--- config.mk ---
export PLATFORM = sky130hd
export DESIGN_NAME = metaframe_aligner
export DESIGN_NICKNAME = d
export VERILOG_FILES = /design/src/rtl/mfs_pkg.sv /design/src/rtl/mfs_datapath.sv /design/src/rtl/mfs_control.sv /design/src/rtl/metaframe_aligner.sv
export SDC_FILE = /design/constraint.sdc
export NUM_CORES = 1
export LEC_CHECK = 0
export BUFFER_PORTS_ARGS = -buffer_cell sky130_fd_sc_hd__buf_2
export CAP_MARGIN = 20
export CORE_MARGIN = 3
export CORE_UTILIZATION = 42
export CTS_BUF_LIST = sky130_fd_sc_hd__clkbuf_2
export CTS_CLUSTER_DIAMETER = 120
export CTS_CLUSTER_SIZE = 8
export DETAILED_ROUTE_END_ITERATION = 10
export HOLD_SLACK_MARGIN = 0.08
export PLACE_DENSITY = 0.74
export SETUP_SLACK_MARGIN = 0.5
export SLEW_MARGIN = 25
export SYNTH_ARGS = -nofsm -noshare
export SYNTH_HDL_FRONTEND = slang
export SYNTH_SLANG_ARGS = --single-unit
--- constraint.sdc ---
create_clock -name clk -period 2.95 [get_ports clk]
set_input_delay 0.7375 -clock clk [delete_from_list [all_inputs] [get_ports clk]]
set_output_delay 0.7375 -clock clk [all_outputs]
set_load 0.1 [all_outputs]
--- src/rtl/mfs_pkg.sv ---
package mfs_pkg;
  localparam int PAYLOAD_W = 64;
  localparam int HDR_W     = 2;
  localparam int WORD_W    = PAYLOAD_W + HDR_W;
  localparam logic [HDR_W-1:0] HDR_CTRL = 2'b10;

  // classification handed from datapath to control
  typedef struct packed {
    logic sync;
    logic stateHit;   // scrambler state word carrying the predicted state
  } wordClass_t;

  // strobes from control back into the datapath
  typedef struct packed {
    logic sofHit;
  } ctrlStrobe_t;

  typedef enum logic [1:0] {ST_HUNT, ST_VERIFY, ST_LOCKED} lockState_t;
endpackage

--- src/rtl/mfs_datapath.sv ---
module mfs_datapath
  import mfs_pkg::*;
#(
  parameter logic [63:0] SYNC_PATTERN = 64'h78F678F678F678F6,
  parameter int          STATE_W      = 58,
  parameter logic [PAYLOAD_W-STATE_W-1:0] SCRAM_CODE = 6'b001010,
  parameter logic [PAYLOAD_W-STATE_W-1:0] SKIP_CODE  = 6'b000111,
  parameter logic [PAYLOAD_W-STATE_W-1:0] DIAG_CODE  = 6'b011001
) (
  input  logic               clk,
  input  logic               rst,
  input  logic               inValid,
  input  logic [WORD_W-1:0]  inWord,
  input  logic [STATE_W-1:0] expState,
  input  ctrlStrobe_t        strobe,
  output wordClass_t         cls,
  output logic               sofMark,
  output logic               isSync,
  output logic               isScram,
  output logic               isSkip,
  output logic               isDiag,
  output logic [STATE_W-1:0] rxState,
  output logic               rxStateValid
);
  localparam int CODE_W = PAYLOAD_W - STATE_W;

  logic [PAYLOAD_W-1:0] payload;
  logic [CODE_W-1:0]    typeCode;
  logic                 ctrlHdr;
  logic                 syncHit;
  logic                 scramHit;
  logic                 skipHit;
  logic                 diagHit;

  assign payload  = inWord[PAYLOAD_W-1:0];
  assign typeCode = payload[PAYLOAD_W-1:STATE_W];
  assign ctrlHdr  = inWord[WORD_W-1:PAYLOAD_W] == HDR_CTRL;
  assign syncHit  = ctrlHdr && (payload == SYNC_PATTERN);
  assign scramHit = ctrlHdr && !syncHit && (typeCode == SCRAM_CODE);
  assign skipHit  = ctrlHdr && !syncHit && (typeCode == SKIP_CODE);
  assign diagHit  = ctrlHdr && !syncHit && (typeCode == DIAG_CODE);

  assign cls.sync     = syncHit;
  assign cls.stateHit = scramHit && (payload[STATE_W-1:0] == expState);

  always_ff @(posedge clk) begin
    if (rst) begin
      sofMark      <= 1'b0;
      isSync       <= 1'b0;
      isScram      <= 1'b0;
      isSkip       <= 1'b0;
      isDiag       <= 1'b0;
      rxStateValid <= 1'b0;
      rxState      <= '0;
    end else begin
      sofMark      <= strobe.sofHit;
      isSync       <= inValid && syncHit;
      isScram      <= inValid && scramHit;
      isSkip       <= inValid && skipHit;
      isDiag       <= inValid && diagHit;
      rxStateValid <= inValid && scramHit;
      if (inValid && scramHit) rxState <= payload[STATE_W-1:0];
    end
  end

  AST_IDLE_NO_FLAGS: assert property (@(posedge clk) disable iff (rst)
    !inValid |=> !(isSync || isScram || isSkip || isDiag));
  AST_SOF_IS_SYNC: assert property (@(posedge clk) disable iff (rst)
    sofMark |-> isSync);
  AST_STATE_HOLD: assert property (@(posedge clk) disable iff (rst)
    !rxStateValid |-> $stable(rxState));
  AST_FLAGS_EXCLUSIVE: assert property (@(posedge clk) disable iff (rst)
    $onehot0({isSync, isScram, isSkip, isDiag}));
endmodule

--- src/rtl/mfs_control.sv ---
module mfs_control
  import mfs_pkg::*;
#(
  parameter int MF_LEN_W   = 13,
  parameter int LOCK_SYNCS = 4,
  parameter int SYNC_LOSS  = 4,
  parameter int SCRAM_LOSS = 3
) (
  input  logic                clk,
  input  logic                rst,
  input  logic                inValid,
  input  logic [MF_LEN_W-1:0] mfLen,
  input  wordClass_t          cls,
  output ctrlStrobe_t         strobe,
  output logic                frameLock
);
  localparam int GOOD_W = $clog2(LOCK_SYNCS + 1);
  localparam int BADS_W = $clog2(SYNC_LOSS + 1);
  localparam int BADX_W = $clog2(SCRAM_LOSS + 1);
  localparam logic [GOOD_W-1:0] GOOD_LAST  = GOOD_W'(LOCK_SYNCS - 1);
  localparam logic [BADS_W-1:0] SYNC_LAST  = BADS_W'(SYNC_LOSS - 1);
  localparam logic [BADX_W-1:0] SCRAM_LAST = BADX_W'(SCRAM_LOSS - 1);

  lockState_t          state;
  logic [MF_LEN_W-1:0] pos;
  logic [MF_LEN_W-1:0] posNext;
  logic [GOOD_W-1:0]   goodCnt;
  logic [BADS_W-1:0]   badSync;
  logic [BADX_W-1:0]   badScram;
  logic                atSyncSlot;
  logic                atScramSlot;

  assign atSyncSlot  = pos == '0;
  assign atScramSlot = pos == MF_LEN_W'(1);
  assign posNext     = (pos == mfLen - 1'b1) ? '0 : pos + 1'b1;
  assign frameLock   = state == ST_LOCKED;
  assign strobe.sofHit = inValid && cls.sync && (state == ST_HUNT || atSyncSlot);

  always_ff @(posedge clk) begin
    if (rst) begin
      state    <= ST_HUNT;
      pos      <= '0;
      goodCnt  <= '0;
      badSync  <= '0;
      badScram <= '0;
    end else if (inValid) begin
      unique case (state)
        ST_HUNT: begin
          if (cls.sync) begin
            state   <= ST_VERIFY;
            pos     <= MF_LEN_W'(1);
            goodCnt <= GOOD_W'(1);
          end
        end
        ST_VERIFY: begin
          pos <= posNext;
          if (atSyncSlot) begin
            if (!cls.sync) begin
              state   <= ST_HUNT;
              goodCnt <= '0;
            end else if (goodCnt == GOOD_LAST) begin
              state    <= ST_LOCKED;
              goodCnt  <= '0;
              badSync  <= '0;
              badScram <= '0;
            end else begin
              goodCnt <= goodCnt + 1'b1;
            end
          end
        end
        default: begin
          pos <= posNext;
          if (atSyncSlot) begin
            if (cls.sync) begin
              badSync <= '0;
            end else if (badSync == SYNC_LAST) begin
              state   <= ST_HUNT;
              badSync <= '0;
              badScram <= '0;
            end else begin
              badSync <= badSync + 1'b1;
            end
          end
          if (atScramSlot) begin
            if (cls.stateHit) begin
              badScram <= '0;
            end else if (badScram == SCRAM_LAST) begin
              state    <= ST_HUNT;
              badSync  <= '0;
              badScram <= '0;
            end else begin
              badScram <= badScram + 1'b1;
            end
          end
        end
      endcase
    end
  end

  AST_LOCK_NEEDS_SYNC: assert property (@(posedge clk) disable iff (rst)
    $rose(frameLock) |-> $past(inValid && cls.sync));
  AST_SYNC_MISS_BOUND: assert property (@(posedge clk) disable iff (rst)
    badSync <= SYNC_LAST);
  AST_SCRAM_MISS_BOUND: assert property (@(posedge clk) disable iff (rst)
    badScram <= SCRAM_LAST);
  AST_RESET_CLEARS: assert property (@(posedge clk)
    rst |=> (state == ST_HUNT && goodCnt == '0 && badSync == '0 && badScram == '0));
  AST_POS_FROZEN: assert property (@(posedge clk) disable iff (rst)
    !inValid |=> $stable(pos) && $stable(state));
endmodule

--- src/rtl/metaframe_aligner.sv ---
module metaframe_aligner
  import mfs_pkg::*;
#(
  parameter int          MF_LEN_W     = 13,
  parameter int          STATE_W      = 58,
  parameter logic [63:0] SYNC_PATTERN = 64'h78F678F678F678F6,
  parameter int          LOCK_SYNCS   = 4,
  parameter int          SYNC_LOSS    = 4,
  parameter int          SCRAM_LOSS   = 3
) (
  input  logic                clk,
  input  logic                rst,
  input  logic                inValid,
  input  logic [WORD_W-1:0]   inWord,
  input  logic [MF_LEN_W-1:0] mfLen,
  input  logic [STATE_W-1:0]  expState,
  output logic                frameLock,
  output logic                sofMark,
  output logic                isSync,
  output logic                isScram,
  output logic                isSkip,
  output logic                isDiag,
  output logic [STATE_W-1:0]  rxState,
  output logic                rxStateValid
);
  wordClass_t  wordCls;
  ctrlStrobe_t ctrlStb;

  mfs_datapath #(
    .SYNC_PATTERN(SYNC_PATTERN),
    .STATE_W     (STATE_W)
  ) i_datapath (
    .clk         (clk),
    .rst         (rst),
    .inValid     (inValid),
    .inWord      (inWord),
    .expState    (expState),
    .strobe      (ctrlStb),
    .cls         (wordCls),
    .sofMark     (sofMark),
    .isSync      (isSync),
    .isScram     (isScram),
    .isSkip      (isSkip),
    .isDiag      (isDiag),
    .rxState     (rxState),
    .rxStateValid(rxStateValid)
  );

  mfs_control #(
    .MF_LEN_W  (MF_LEN_W),
    .LOCK_SYNCS(LOCK_SYNCS),
    .SYNC_LOSS (SYNC_LOSS),
    .SCRAM_LOSS(SCRAM_LOSS)
  ) i_control (
    .clk      (clk),
    .rst      (rst),
    .inValid  (inValid),
    .mfLen    (mfLen),
    .cls      (wordCls),
    .strobe   (ctrlStb),
    .frameLock(frameLock)
  );

  AST_LOCK_STARTS_FRAME: assert property (@(posedge clk) disable iff (rst)
    $rose(frameLock) |-> sofMark);
endmodule

Word level (Yosys, flattened, before mapping)
Index checks and enable logic that the tools add are counted.
{"block": "totals", "regBits": 86, "inputBits": 140, "out_inout_bits": 65, "wordCells": 98}
{"block": "classes", "n_addsub": 5, "eq_ne": 19, "n_mux": 39, "bitwise_logic": 1, "reduce_logical": 23}
{"op": "$eq 64x63->1 const B", "count": 1}
{"op": "$eq 58x58->1", "count": 1}
{"op": "$mux 13", "count": 3}
{"op": "$mux 3", "count": 13}
{"op": "$mux 2", "count": 19}
{"op": "$add 13x1->13 const B", "count": 1}
{"op": "$eq 13x1->1 const B", "count": 1}
{"op": "$eq 13x13->1", "count": 1}
{"op": "$logic_not 13->1", "count": 1}
{"op": "$sub 13x1->13 const B", "count": 1}
{"op": "$pmux 3 s2", "count": 2}
{"op": "$logic_and 1x1->1", "count": 11}
{"op": "$pmux 2 s2", "count": 2}
{"op": "$reduce_and 4->1", "count": 2}
{"op": "$reduce_and 8->1", "count": 1}
{"op": "$add 3x1->3 const B", "count": 2}
{"op": "$eq 2x2->1 const B", "count": 3}
{"op": "$eq 3x2->1 const B", "count": 2}
{"op": "$eq 6x3->1 const B", "count": 1}
{"op": "$eq 6x4->1 const B", "count": 1}
{"op": "$eq 6x5->1 const B", "count": 1}
{"op": "$reduce_and 5->1", "count": 1}
{"op": "$ne 2x1->1 const B", "count": 2}
{"op": "$ne 2x2->1 const B", "count": 2}
{"op": "11 further kinds", "count": 12}

Longest topological paths before layout
Gate-level depths: netlist of run 1.
{"block": "logic_depth", "ltp_word": 9, "mapped_depth": 11, "mapped_depth_nobuf": 9}

Cells and area by module
Synthesis of run 1 repeated with hierarchy kept, for this count alone.
{"block": "hier_totals", "hier_cells": 613, "area_unflattened_um2": 4898.4}
{"mod": "mfs_datapath", "instances": 1, "cells_each": 378, "area_per_inst_um2": 3106.7, "seq_area_each_um2": 1261.2}
{"mod": "mfs_control", "instances": 1, "cells_each": 235, "area_per_inst_um2": 1791.7, "seq_area_each_um2": 460.4}

Least setup slack after synthesis of run 1
No wires, ideal clock.
{"block": "synth_path", "path_type": "input -> register", "startpoint": "input port mfLen[0]", "endpoint": "register i_control.pos[11]", "setup_time_ns": 0.136, "arrival_time_ns": 2.725, "required_ns": 2.814, "slack_ns": 0.089, "cell_stages": 11, "path_buffers": 2, "cell_sequence": "inv_1 ha_1 or4b_1 clkbuf_1 or4_1 a21oi_1 or3_1 nand4_1 o21ai_2 buf_6 nor3_1"}
{"block": "synth_via", "elab_chain_len": 4}
{"element": "start: declaration", "line": "metaframe_aligner.sv:15", "text": "input logic [MF_LEN_W-1:0] mfLen,"}
{"element": "$sub 13x1->13", "line": "mfs_control.sv:35", "text": "assign posNext = (pos == mfLen - 1'b1) ? '0 : pos + 1'b1;"}
{"element": "$eq 13x13->1", "line": "mfs_control.sv:35"}
{"element": "$mux 13", "line": "mfs_control.sv:35"}
{"element": "$mux 13", "line": "mfs_control.sv:47", "text": "unique case (state)"}
{"element": "end signal: assignment", "line": "mfs_control.sv:56", "text": "pos <= posNext;"}
{"element": "end signal: assignment", "line": "mfs_control.sv:72", "text": "pos <= posNext;"}
{"element": "end: declaration", "line": "mfs_control.sv:25", "text": "logic [MF_LEN_W-1:0] pos;"}
No other way between the ends.
A chain may end at the register's enable or synchronous reset.

Worst setup path in the final report of run 1
{"block": "layout_path", "startpoint": "input port mfLen[5]", "endpoint": "register i_control.pos[6]"}
The elaborated chain is that of the path after synthesis.

==> impl_metrics.py, run 1 <==
metrics = {
    "status": {
        "status": "finished clean",
    },
    "synth": {
        "synthAdderAreaFrac_pct": 1.53,
        "ys_seq_elements": 86,
        "synth_compound_area_share_pct": 12.1,
        "synth_top_area_share_pct": 35.2,
        "synth_edf_count": 0,
        "ys_warn_count": 0,
        "synthTopCellsByArea": "dfxtp_1 (35%), xnor2_1 (12%), nand2_1 (10%), a21oi_1 (6.6%), nand4_1 (3.7%)",
        "syn_inst": 619,
        "synth_simple_gate_area_share_pct": 32.1,
        "synthXorXnorAreaFrac_pct": 14.8,
        "avgSynthCellArea_um2": 7.91,
        "yosysSeqAreaShare_pct": 35.2,
        "synth_top_family_by_area": "simple AND/OR/NAND/NOR gates",
        "synthArstFlopShare_pct": 0,
        "ys.flop_type": "dfxtp_1",
        "syn_nets": 765,
        "synth_mux_area_share_pct": 0.204,
        "synth_top_area_cell": "dfxtp_1",
        "syn_area_um2": 4900,
        "ys_types": 55,
    },
    "cts": {
        "cts_tree": "built",
        "ctsHtreeMaxLevel": 3,
        "ctsHoldBuffers": 0,
        "cts.sinks": 86,
        "clock_path_buffers": 2,
        "cts_made_buffers": 9,
        "clock_tree.root_cell": "clkbuf_2",
        "clock_latency_ns": 0.58,
        "clkTransAtPathRegs_ns": 0.26,
    },
    "power": {
        "p_leak_nw": 2.60,
        "combPwrFrac_pct": 16.0,
        "p_total_mw": 2.25,
        "switching_share_pct": 28.5,
        "internal_power_mw": 1.61,
        "ir_worst_vdd_mv": 0.191,
        "power_density_nw_per_um2": 341,
        "seqPwrFrac_pct": 51.7,
        "p_switching_uw": 641,
        "p_clk_share_pct": 32.3,
    },
    "hold_path": {
        "hold_class": "in2reg",
    },
    "detailed_routing": {
        "drtIter0Drc": 467,
        "vias_per_cell": 5.61,
        "wl_per_cell_um": 18.3,
        "num_vias": 5447,
        "drtAntennaViolNets": 0,
        "first_pass_iters": 5,
        "wl_um": 17800,
        "drc_errors": 0,
    },
    "final_layout": {
        "fill_cells": 1043,
        "finalNonFillerCells": 971,
        "multi_input_area_um2": 3190,
        "final_nets": 972,
        "syn2layout_area_growth_pct": 34.6,
        "n_antenna_cell": 0,
        "register_area_um2": 1740,
        "drive_above_1_share_pct": 36.8,
    },
    "global_route": {
        "grt_pass1_vias": 5340,
        "antenna_found_initial": 0,
        "grt_overflow": 0,
        "grt_max_degree": 59,
        "grt_usage_pct": 26.6,
        "grt_pass1_wl_um": 27400,
    },
    "timing": {
        "maxSlewViolCount": 0,
        "worstMarginPinSlew_ns": 0.603,
        "finalSetupViolCount": 0,
        "period_share_pct": 83.2,
        "fmaxAchievable_mhz": 407,
        "period_needed_ns": 2.45,
        "rsz0062_at_grt": "true",
        "slew_headroom_pct": 59.8,
        "finClkSkew_ns": 0.0446,
        "finalHoldViolations": 0,
        "finalSetupTns_ns": 0,
    },
    "worst_setup_path": {
        "r2r_setup_slack_ns": 0.56,
        "arrival_ns": 2.93,
        "endpoint": "i_control.pos[6]",
        "required_ns": 3.43,
        "critical_path.startpoint_type": "input port",
        "r2r-start": "i_control.pos[12]",
        "worst-path-max-fanout": 6,
        "cp-end-kind": "register",
        "r2r_end": "i_control.badSync[2]",
        "ff2ff_path_depth": 7,
        "worstSetupPathType": "in2reg",
        "startpoint": "mfLen[5]",
    },
    "placed_design": {
        "dp_cells": 949,
        "gp_congestion": 0.936,
        "hpwl_um": 13900,
        "numPortBuffers": 204,
    },
    "floorplan": {
        "die_area_um2": 13000,
        "coreArea_um2": 11100,
        "die_w_um": 114,
        "start_util_pct": 44.0,
        "die_y_um": 114,
        "rows": 38,
        "ioPinCount": 205,
    },
    "run": {
        "maxCapViolations": 0,
    },
}
==> final cells by class <==
class	count	share of cell area [%]
Multi-Input combinational cell	485	48.3
Inverter	12	0.949
Clock inverter	7	1.46
Sequential cell	86	26.4
Timing Repair Buffer	232	19.5
Tap cell	140	2.66
Clock buffer	9	0.683
==> stage by stage <==
| step | util [%] | setup WS [ns] | area [µm²] | hold slack (ns) |
|---|---|---|---|---|
| after CTS | 57.4 | 0.498 | 6390 | 0.273 |
| after global routing | 59.3 | 0.469 | 6590 | 0.291 |
| after floorplan | - | 0.114 | 4990 | 0.433 |
| final | 59.3 | 0.496 | 6590 | 0.318 |
| after global placement | 55.9 | -0.0394 | 6220 | 0.441 |
| after detailed placement | 55.9 | -0.132 | 6220 | 0.446 |
==> Yosys cell counts (all sizes together) (5+ instances only) <==
cell type / count
nand4b: 9
nor4: 14
nand3: 8
or4: 8
nor4b: 5
nor3: 22
nor2b: 10
buf: 6
or2: 5
clkbuf: 30
nand2: 136
nor3b: 8
ha: 6
nor2: 16
o21ai: 11
a21oi: 65
dfxtp: 86
inv: 12
or3: 6
nand4: 29
xnor2: 69
xor2: 14
==> critical path: stages <==
cell,delay (ns)
buf_2,0.13
or4_4,0.55
buf_4,0.18
o31ai_1,0.36
a21oi_1,0.14
a21oi_1,0.22
nand4_1,0.18
o21ai_4,0.23
buf_12,0.15
nor3_2,0.04
==> cells by family (layout without fill, tap and decap cells) <==
family                   Yosys count  count (layout)
flip-flops                        86              86
buffers and inverters             48             260
XOR/XNOR                          83              83
AND/OR/NAND/NOR                  295             295
adder cells (fa/ha/maj)            6               6
multiplexers                       1               1
AO/OA/AOI/OAI                    100             100
==> how the worst min path moves through the flow <==
stage                                 from  slack, ns  cells past startpoint                      to
floorplan             i_control.badSync[0]       0.43                      1    i_control.badSync[0]
global placement     i_datapath.rxState[1]       0.44                      2   i_datapath.rxState[1]
detailed placement  i_datapath.rxState[14]       0.45                      2  i_datapath.rxState[14]
CTS                             inWord[59]       0.27                      2       i_datapath.isDiag
global route                    inWord[59]       0.29                      2       i_datapath.isDiag
finish                          inWord[59]       0.32                      2       i_datapath.isDiag
==> flip-flops by register name (all words and copies together), names as in the netlist <==
register and cells:
i_datapath.isSkip 1, i_datapath.isSync 1, i_datapath.rxState 58, i_control.goodCnt 3, i_control.pos 13, i_control.state 2
i_control.badScram 2, i_datapath.isScram 1, i_control.badSync 3, i_datapath.isDiag 1, i_datapath.sofMark 1
==> metal layers <==
| metal | global-route usage [%] | share of wire (%) | up-vias |
|---|---|---|---|
| li1 | - | - | 2584 |
| met1 | 31.9 | 37 | 2548 |
| met2 | 47.4 | 52 | 275 |
| met3 | 4.24 | 7.8 | 40 |
| met4 | 10.1 | 2.5 | 0 |
| met5 | 0 | 0 | - |
==> what timing repair did <==
action,CTS,global route
buffers inserted,1,4
endpoints found under the setup margin,8,23
cloned,0,1
pin swaps,1,12
resized for setup,9,32
==> power groups by stage <==
| stage | Combinational, mW | Clock (mW) | Sequential [mW] |
|---|---|---|---|
| after floorplan | 0.146 | 0 | 1.20 |
| after global placement | 0.343 | 0 | 1.19 |
| after detailed placement | 0.350 | 0 | 1.19 |
| after CTS | 0.351 | 0.740 | 1.17 |
| after global routing | 0.386 | 0.784 | 1.16 |
| final | 0.361 | 0.726 | 1.16 |
==> layout by cell type (no fill, tap or decap), types with 5 or more instances in the layout <==
cell type,Yosys,routed
nor2b_1,10,9
a21oi_1,65,63
dfxtp_1,86,80
nor3_2,3,13
or2_2,5,5
nor3b_1,6,5
buf_2,2,201
nand4_1,29,29
nor4_1,12,10
nand2_1,136,136
buf_4,2,26
nand3_1,8,8
inv_1,12,10
xor2_1,14,14
nor3_1,19,8
xnor2_1,69,69
nand4b_1,9,9
or4_4,1,6
clkbuf_2,1,9
or3_1,6,5
ha_1,6,5
nor2_1,16,14
Power figures use the tool's default switching activity.
==> run 2: changes to the inputs <==
ABC_AREA = 1   (was not set)
PLACE_DENSITY = 0.7   (was 0.74)
clock period = 2.5 ns   (was 2.95 ns; I/O delays follow)
==> impl_metrics.py, run 2 <==
metrics = {
    "status": {
        "status": "finished clean",
    },
    "timing": {
        "period_needed_ns": 1.92,
        "fmaxAchievable_mhz": 520,
        "period_share_pct": 76.9,
        "worstMarginPinSlew_ns": 0.578,
        "rsz0062_at_grt": "true",
        "finalHoldViolations": 0,
        "finalSetupTns_ns": 0,
        "layout_setup_ws_ns": 0.578,
        "maxSlewViolCount": 0,
        "finClkSkew_ns": 0.0776,
        "slew_headroom_pct": 61.5,
        "finalSetupViolCount": 0,
    },
    "final_layout": {
        "mostFrequentLayoutCells": "nand2_1 (243), inv_1 (148), buf_2 (140)",
        "drive_above_1_share_pct": 23.5,
        "reg_top3": "i_datapath.rxState: 58 flops, i_control.pos: 13 flops",
        "largest-register": "i_datapath.rxState",
        "final_nets": 1229,
        "fin_util_pct": 56.6,
        "largest_reg_flops": 58,
        "layout_commonest_cell": "nand2_1",
        "post-route-cell-area_um2": 6930,
        "syn2layout_area_growth_pct": 29.5,
    },
    "synth": {
        "ys_types": 38,
        "ys.flop_type": "dfxtp_1",
        "avgSynthCellArea_um2": 6.08,
        "yosysSeqAreaShare_pct": 32.1,
        "ys_seq_elements": 86,
        "syn_area_um2": 5360,
        "syn_inst": 881,
        "synth_edf_count": 0,
        "synthArstFlopShare_pct": 0,
        "ys_warn_count": 0,
        "syn_nets": 1027,
        "synthTopCellsByArea": "dfxtp_1 (32%), nand2_1 (17%), inv_1 (11%), nor2_1 (8.2%), a21oi_1 (6.0%)",
        "synth_common_cells": "nand2_1 (244), inv_1 (150), nor2_1 (117), dfxtp_1 (86), a21oi_1 (64)",
        "synth_top_area_cell": "dfxtp_1",
        "synth.most_common_cell": "nand2_1",
        "synth_top_area_share_pct": 32.1,
    },
    "placed_design": {
        "hpwl_um": 13500,
        "dp_slack_ns": 0.147,
        "numPortBuffers": 204,
        "gp_congestion": 0.862,
        "placed_area_um2": 6570,
    },
    "detailed_routing": {
        "drc_errors": 0,
        "wl_per_cell_um": 13.4,
        "first_pass_iters": 5,
        "num_vias": 5984,
        "drtAntennaViolNets": 0,
        "vias_per_cell": 4.76,
        "wl_um": 16800,
        "drtIter0Drc": 557,
    },
    "power": {
        "p_total_mw": 2.58,
        "power_density_nw_per_um2": 372,
        "p_leak_nw": 3.75,
        "ir_worst_vdd_mv": 0.233,
    },
    "cts": {
        "cts_tree": "built",
        "cts.sinks": 86,
        "clock_latency_ns": 0.60,
        "ctsHtreeMaxLevel": 3,
        "ctsHoldBuffers": 0,
        "cts_setup_buffers": 0,
        "clock_path_buffers": 2,
        "clkTransAtPathRegs_ns": 0.29,
        "cts_made_buffers": 9,
        "clock_tree.root_cell": "clkbuf_2",
    },
    "floorplan": {
        "die_area_um2": 14100,
        "die_y_um": 119,
        "rows": 40,
        "ioPinCount": 205,
        "coreArea_um2": 12300,
        "start_util_pct": 43.7,
        "die_w_um": 119,
    },
    "global_route": {
        "grt_overflow": 0,
        "grt_pass1_wl_um": 26900,
        "grt_usage_pct": 23.7,
        "antenna_found_initial": 1,
        "grt_max_degree": 61,
        "grt_pass1_vias": 5385,
    },
    "hold_path": {
        "min_to": "i_datapath.rxState[56]",
        "hold_class": "in2reg",
        "min_path_cells": 3,
        "hold_start": "inWord[56]",
    },
    "worst_setup_path": {
        "arrival_ns": 1.30,
        "r2r_setup_slack_ns": 0.69,
        "worstSetupPathType": "reg2out",
        "required_ns": 1.88,
        "r2r_end": "i_control.badScram[1]",
        "r2r-start": "i_control.pos[0]",
        "cp-end-kind": "primary output",
        "ff2ff_path_depth": 12,
        "worst-path-max-fanout": 4,
        "critical_path.startpoint_type": "register",
    },
    "run": {
        "maxCapViolations": 0,
    },
}
-- run 2: worst max path at each step --
stage	startpoint	to	slack, ns	cells past startpoint
2_1_floorplan	i_datapath.isScram	rxStateValid	0.52	1
3_3_place_gp	inWord[10]	i_control.pos[11]	0.15	14
3_5_place_dp	inWord[47]	i_control.pos[11]	0.15	14
4_1_cts	i_control.state[1]	frameLock	0.41	3
5_1_grt	i_control.state[0]	frameLock	0.46	2
6_report	i_control.state[0]	frameLock	0.58	2
-- run 2: final cells by class --
cell class                      instances  area, µm²
Fill cell                            1272       5330
Sequential cell                        86       1730
Clock buffer                           10       50.0
Timing Repair Buffer                  213       1360
Multi-Input combinational cell        620       2970
Inverter                              153        579
Antenna cell                            1       2.50
Tap cell                              168        210
Clock inverter                          6       37.5
-- run 2: cell families after synthesis --
kind of cell               Yosys count  synth area share [%]
muxes                                1                 0.187
adders and majority gates            6                  1.40
xor gates and xnor gates            33                  5.40
and+or+nand+nor                    433                  33.7
buffers and inverters              175                  13.0
AOI/OAI and AO/OA                  147                  14.1
DFF                                 86                  32.1
-- run 2: power by group --
part	total, mW	switching (mW)	internal [mW]
clock	0.630	0.497	0.133
sequential	1.40	0.00954	1.39
combinational	0.553	0.338	0.214
total	2.58	0.845	1.73
-- run 2: per-stage QoR --
stage	hold slack, ns	cells
after floorplan	0.415	881
after global placement	0.433	1240
after detailed placement	0.436	1240
after CTS	0.205	1256
after global routing	0.182	1257
final	0.246	1257
-- run 2: layer usage --
layer  wire [µm]  vias to the layer above  track usage (%)
met5           0                        -                0
met4         437                        0             8.69
met3        1120                       31             4.51
met2        7530                      201             37.1
met1        7720                     2606             32.4
li1            -                     3146                -
-- run 2: repair_timing --
item                       4_1_cts  5_1_grt
gates cloned                     0        0
setup endpoints to repair       62       30
gates resized for setup         62       34
-- run 2: critical path, stage by stage (launching register included) --
cell and delay [ns]:
dfxtp_1 0.41, nor2_4 0.14, buf_12 0.18
==> run 3: changes to the inputs <==
ABC_AREA = 0   (was 1)
PLACE_DENSITY = 0.71   (was 0.7)
clock period = 2 ns   (was 2.5 ns; I/O delays follow)
==> impl_metrics.py, run 3 (synthesis results as in run 1) <==
metrics = {
    "status": {
        "status": "complete, but fails checks",
        "violations": "negative setup slack",
    },
    "cts": {
        "cts_tree": "built",
        "clock_tree.root_cell": "clkbuf_2",
        "ctsHtreeMaxLevel": 3,
        "cts.sinks": 86,
        "clock_latency_ns": 0.59,
        "clock_path_buffers": 2,
        "cts_made_buffers": 9,
        "clkTransAtPathRegs_ns": 0.27,
    },
    "power": {
        "ir_worst_vdd_mv": 0.406,
        "p_leak_nw": 3.42,
        "internal_power_mw": 2.37,
        "p_clk_share_pct": 27.5,
        "p_switching_uw": 981,
        "power_density_nw_per_um2": 386,
        "combPwrFrac_pct": 21.4,
        "seqPwrFrac_pct": 51.1,
        "switching_share_pct": 29.3,
    },
    "timing": {
        "slew_headroom_pct": 67.7,
        "maxSlewViolCount": 0,
        "finalSetupViolCount": 24,
        "layout_setup_ws_ns": -0.291,
        "finalHoldViolations": 0,
        "finalSetupTns_ns": -5.13,
        "worstMarginPinSlew_ns": 0.477,
        "rsz0062_at_grt": "true",
        "fmaxAchievable_mhz": 437,
        "period_needed_ns": 2.29,
        "period_share_pct": 115,
        "finClkSkew_ns": 0.0508,
    },
    "run": {
        "maxCapViolations": 0,
    },
    "worst_setup_path": {
        "critical_path.startpoint_type": "register",
        "worstSetupPathType": "reg2reg",
        "worst-path-max-fanout": 3,
        "startpoint": "i_control.pos[3]",
        "ff2ff_path_depth": 7,
        "r2r-start": "i_control.pos[3]",
        "required_ns": 2.49,
        "arrival_ns": 2.78,
        "cp-end-kind": "register",
    },
    "detailed_routing": {
        "first_pass_iters": 5,
        "num_vias": 6271,
        "vias_per_cell": 5.77,
        "wl_um": 22400,
        "drc_errors": 0,
        "drtAntennaViolNets": 0,
        "wl_per_cell_um": 20.6,
        "drtIter0Drc": 428,
    },
    "floorplan": {
        "start_util_pct": 44.0,
        "die_w_um": 114,
        "die_y_um": 114,
        "die_area_um2": 13000,
        "ioPinCount": 205,
        "rows": 38,
        "coreArea_um2": 11100,
    },
    "global_route": {
        "grt_max_degree": 36,
        "grt_pass1_vias": 6476,
        "grt_overflow": 0,
        "grt_pass1_wl_um": 34300,
        "grt_usage_pct": 33.7,
        "antenna_found_initial": 0,
    },
    "final_layout": {
        "final_nets": 1088,
        "drive_above_1_share_pct": 53.1,
        "largest-register": "i_datapath.rxState",
        "syn2layout_area_growth_pct": 76.9,
        "post-route-cell-area_um2": 8660,
        "n_antenna_cell": 0,
        "largest_reg_flops": 58,
        "layout_commonest_cell": "buf_2",
        "mostFrequentLayoutCells": "buf_2 (137), buf_4 (134), nand2_1 (133)",
        "reg_top3": "i_datapath.rxState: 58 flops, i_control.pos: 13 flops",
        "fill_cells": 718,
    },
    "placed_design": {
        "gp_congestion": 0.983,
        "hpwl_um": 15900,
        "placed_area_um2": 7020,
        "numPortBuffers": 204,
    },
    "hold_path": {
        "hold_start": "inWord[20]",
        "min_path_cells": 3,
        "hold_class": "in2reg",
    },
}
-- run 3: cell types whose count changed in the layout (fill, tap and decap cells not counted), moves of 19 or more --
cell,before,now
inv_1,148,10
nand2_1,243,133
nor2_1,114,12
buf_4,46,134
buf_12,2,69
dfxtp_1,83,18
dfxtp_2,3,63
xnor2_1,14,67
o21ai_1,46,2
o21ai_0,30,3
buf_6,23,4
-- run 3: worst paths after layout --
path,to,slack (ns)
worst max-delay path,i_control.goodCnt[0],-0.29
worst min register to register,i_datapath.rxState[35],0.49
worst max register to register,i_control.goodCnt[0],-0.29
worst min-delay path,i_datapath.rxState[20],0.13
-- run 3: area by class of cell --
| type | instances | area, µm² | share of cell area, % |
|---|---|---|---|
| clock inverter | 4 | 47.5 | 0.549 |
| sequential | 86 | 1820 | 21.0 |
| multi-input combinational | 485 | 3310 | 38.3 |
| timing repair buffer | 348 | 3180 | 36.7 |
| tap | 140 | 175 | 2.02 |
| inverter | 12 | 62.6 | 0.722 |
| clock buffer | 12 | 60.1 | 0.693 |
-- run 3: routing by layer --
metal	routed length, µm	vias up	track usage [%]	part of all wire (%)
met2	10900	383	57.4	49
met1	8170	2977	39.7	37
li1	-	2818	-	-
met4	1210	0	15.8	5.4
met5	0	-	0	0
met3	2090	93	8.44	9.3
-- run 3: power groups by stage --
stage	logic [mW]	registers (mW)	clock network, mW
floorplan	0.217	1.76	0
global placement	0.629	1.75	0
detailed placement	0.642	1.75	0
CTS	0.670	1.72	0.924
global route	0.750	1.71	0.990
finish	0.715	1.71	0.920
-- run 3: repair_timing --
| item | 4_1_cts | 5_1_grt |
|---|---|---|
| pin swaps | 23 | 16 |
| setup endpoints to repair | 90 | 102 |
| hold buffers | 1 | 0 |
| setup buffers | 10 | 9 |
| gates resized for setup | 362 | 30 |
| endpoints found under the hold margin | 1 | 0 |
| cloned | 1 | 0 |
-- run 3: metrics by stage --
step           hold WS (ns)  power (mW)  setup slack, ns  utilization (%)  instances
6_report              0.134        3.35           -0.291             77.9       1087
5_1_grt               0.129        3.45           -0.328             77.9       1087
4_1_cts               0.110        3.31           -0.265             76.1       1078
3_5_place_dp          0.444        2.39           -0.908             63.1       1050
3_3_place_gp          0.436        2.38           -0.747             63.1       1050
2_1_floorplan         0.433        1.98           -0.599                -        619
-- run 3: worst max-delay path, stage by stage, from the launching register on --
cell,delay [ns]
dfxtp_2,0.37
or4_4,0.57
or4_4,0.56
buf_4,0.17
nor2_4,0.09
o21ai_2,0.07
buf_4,0.15
a211oi_1,0.23
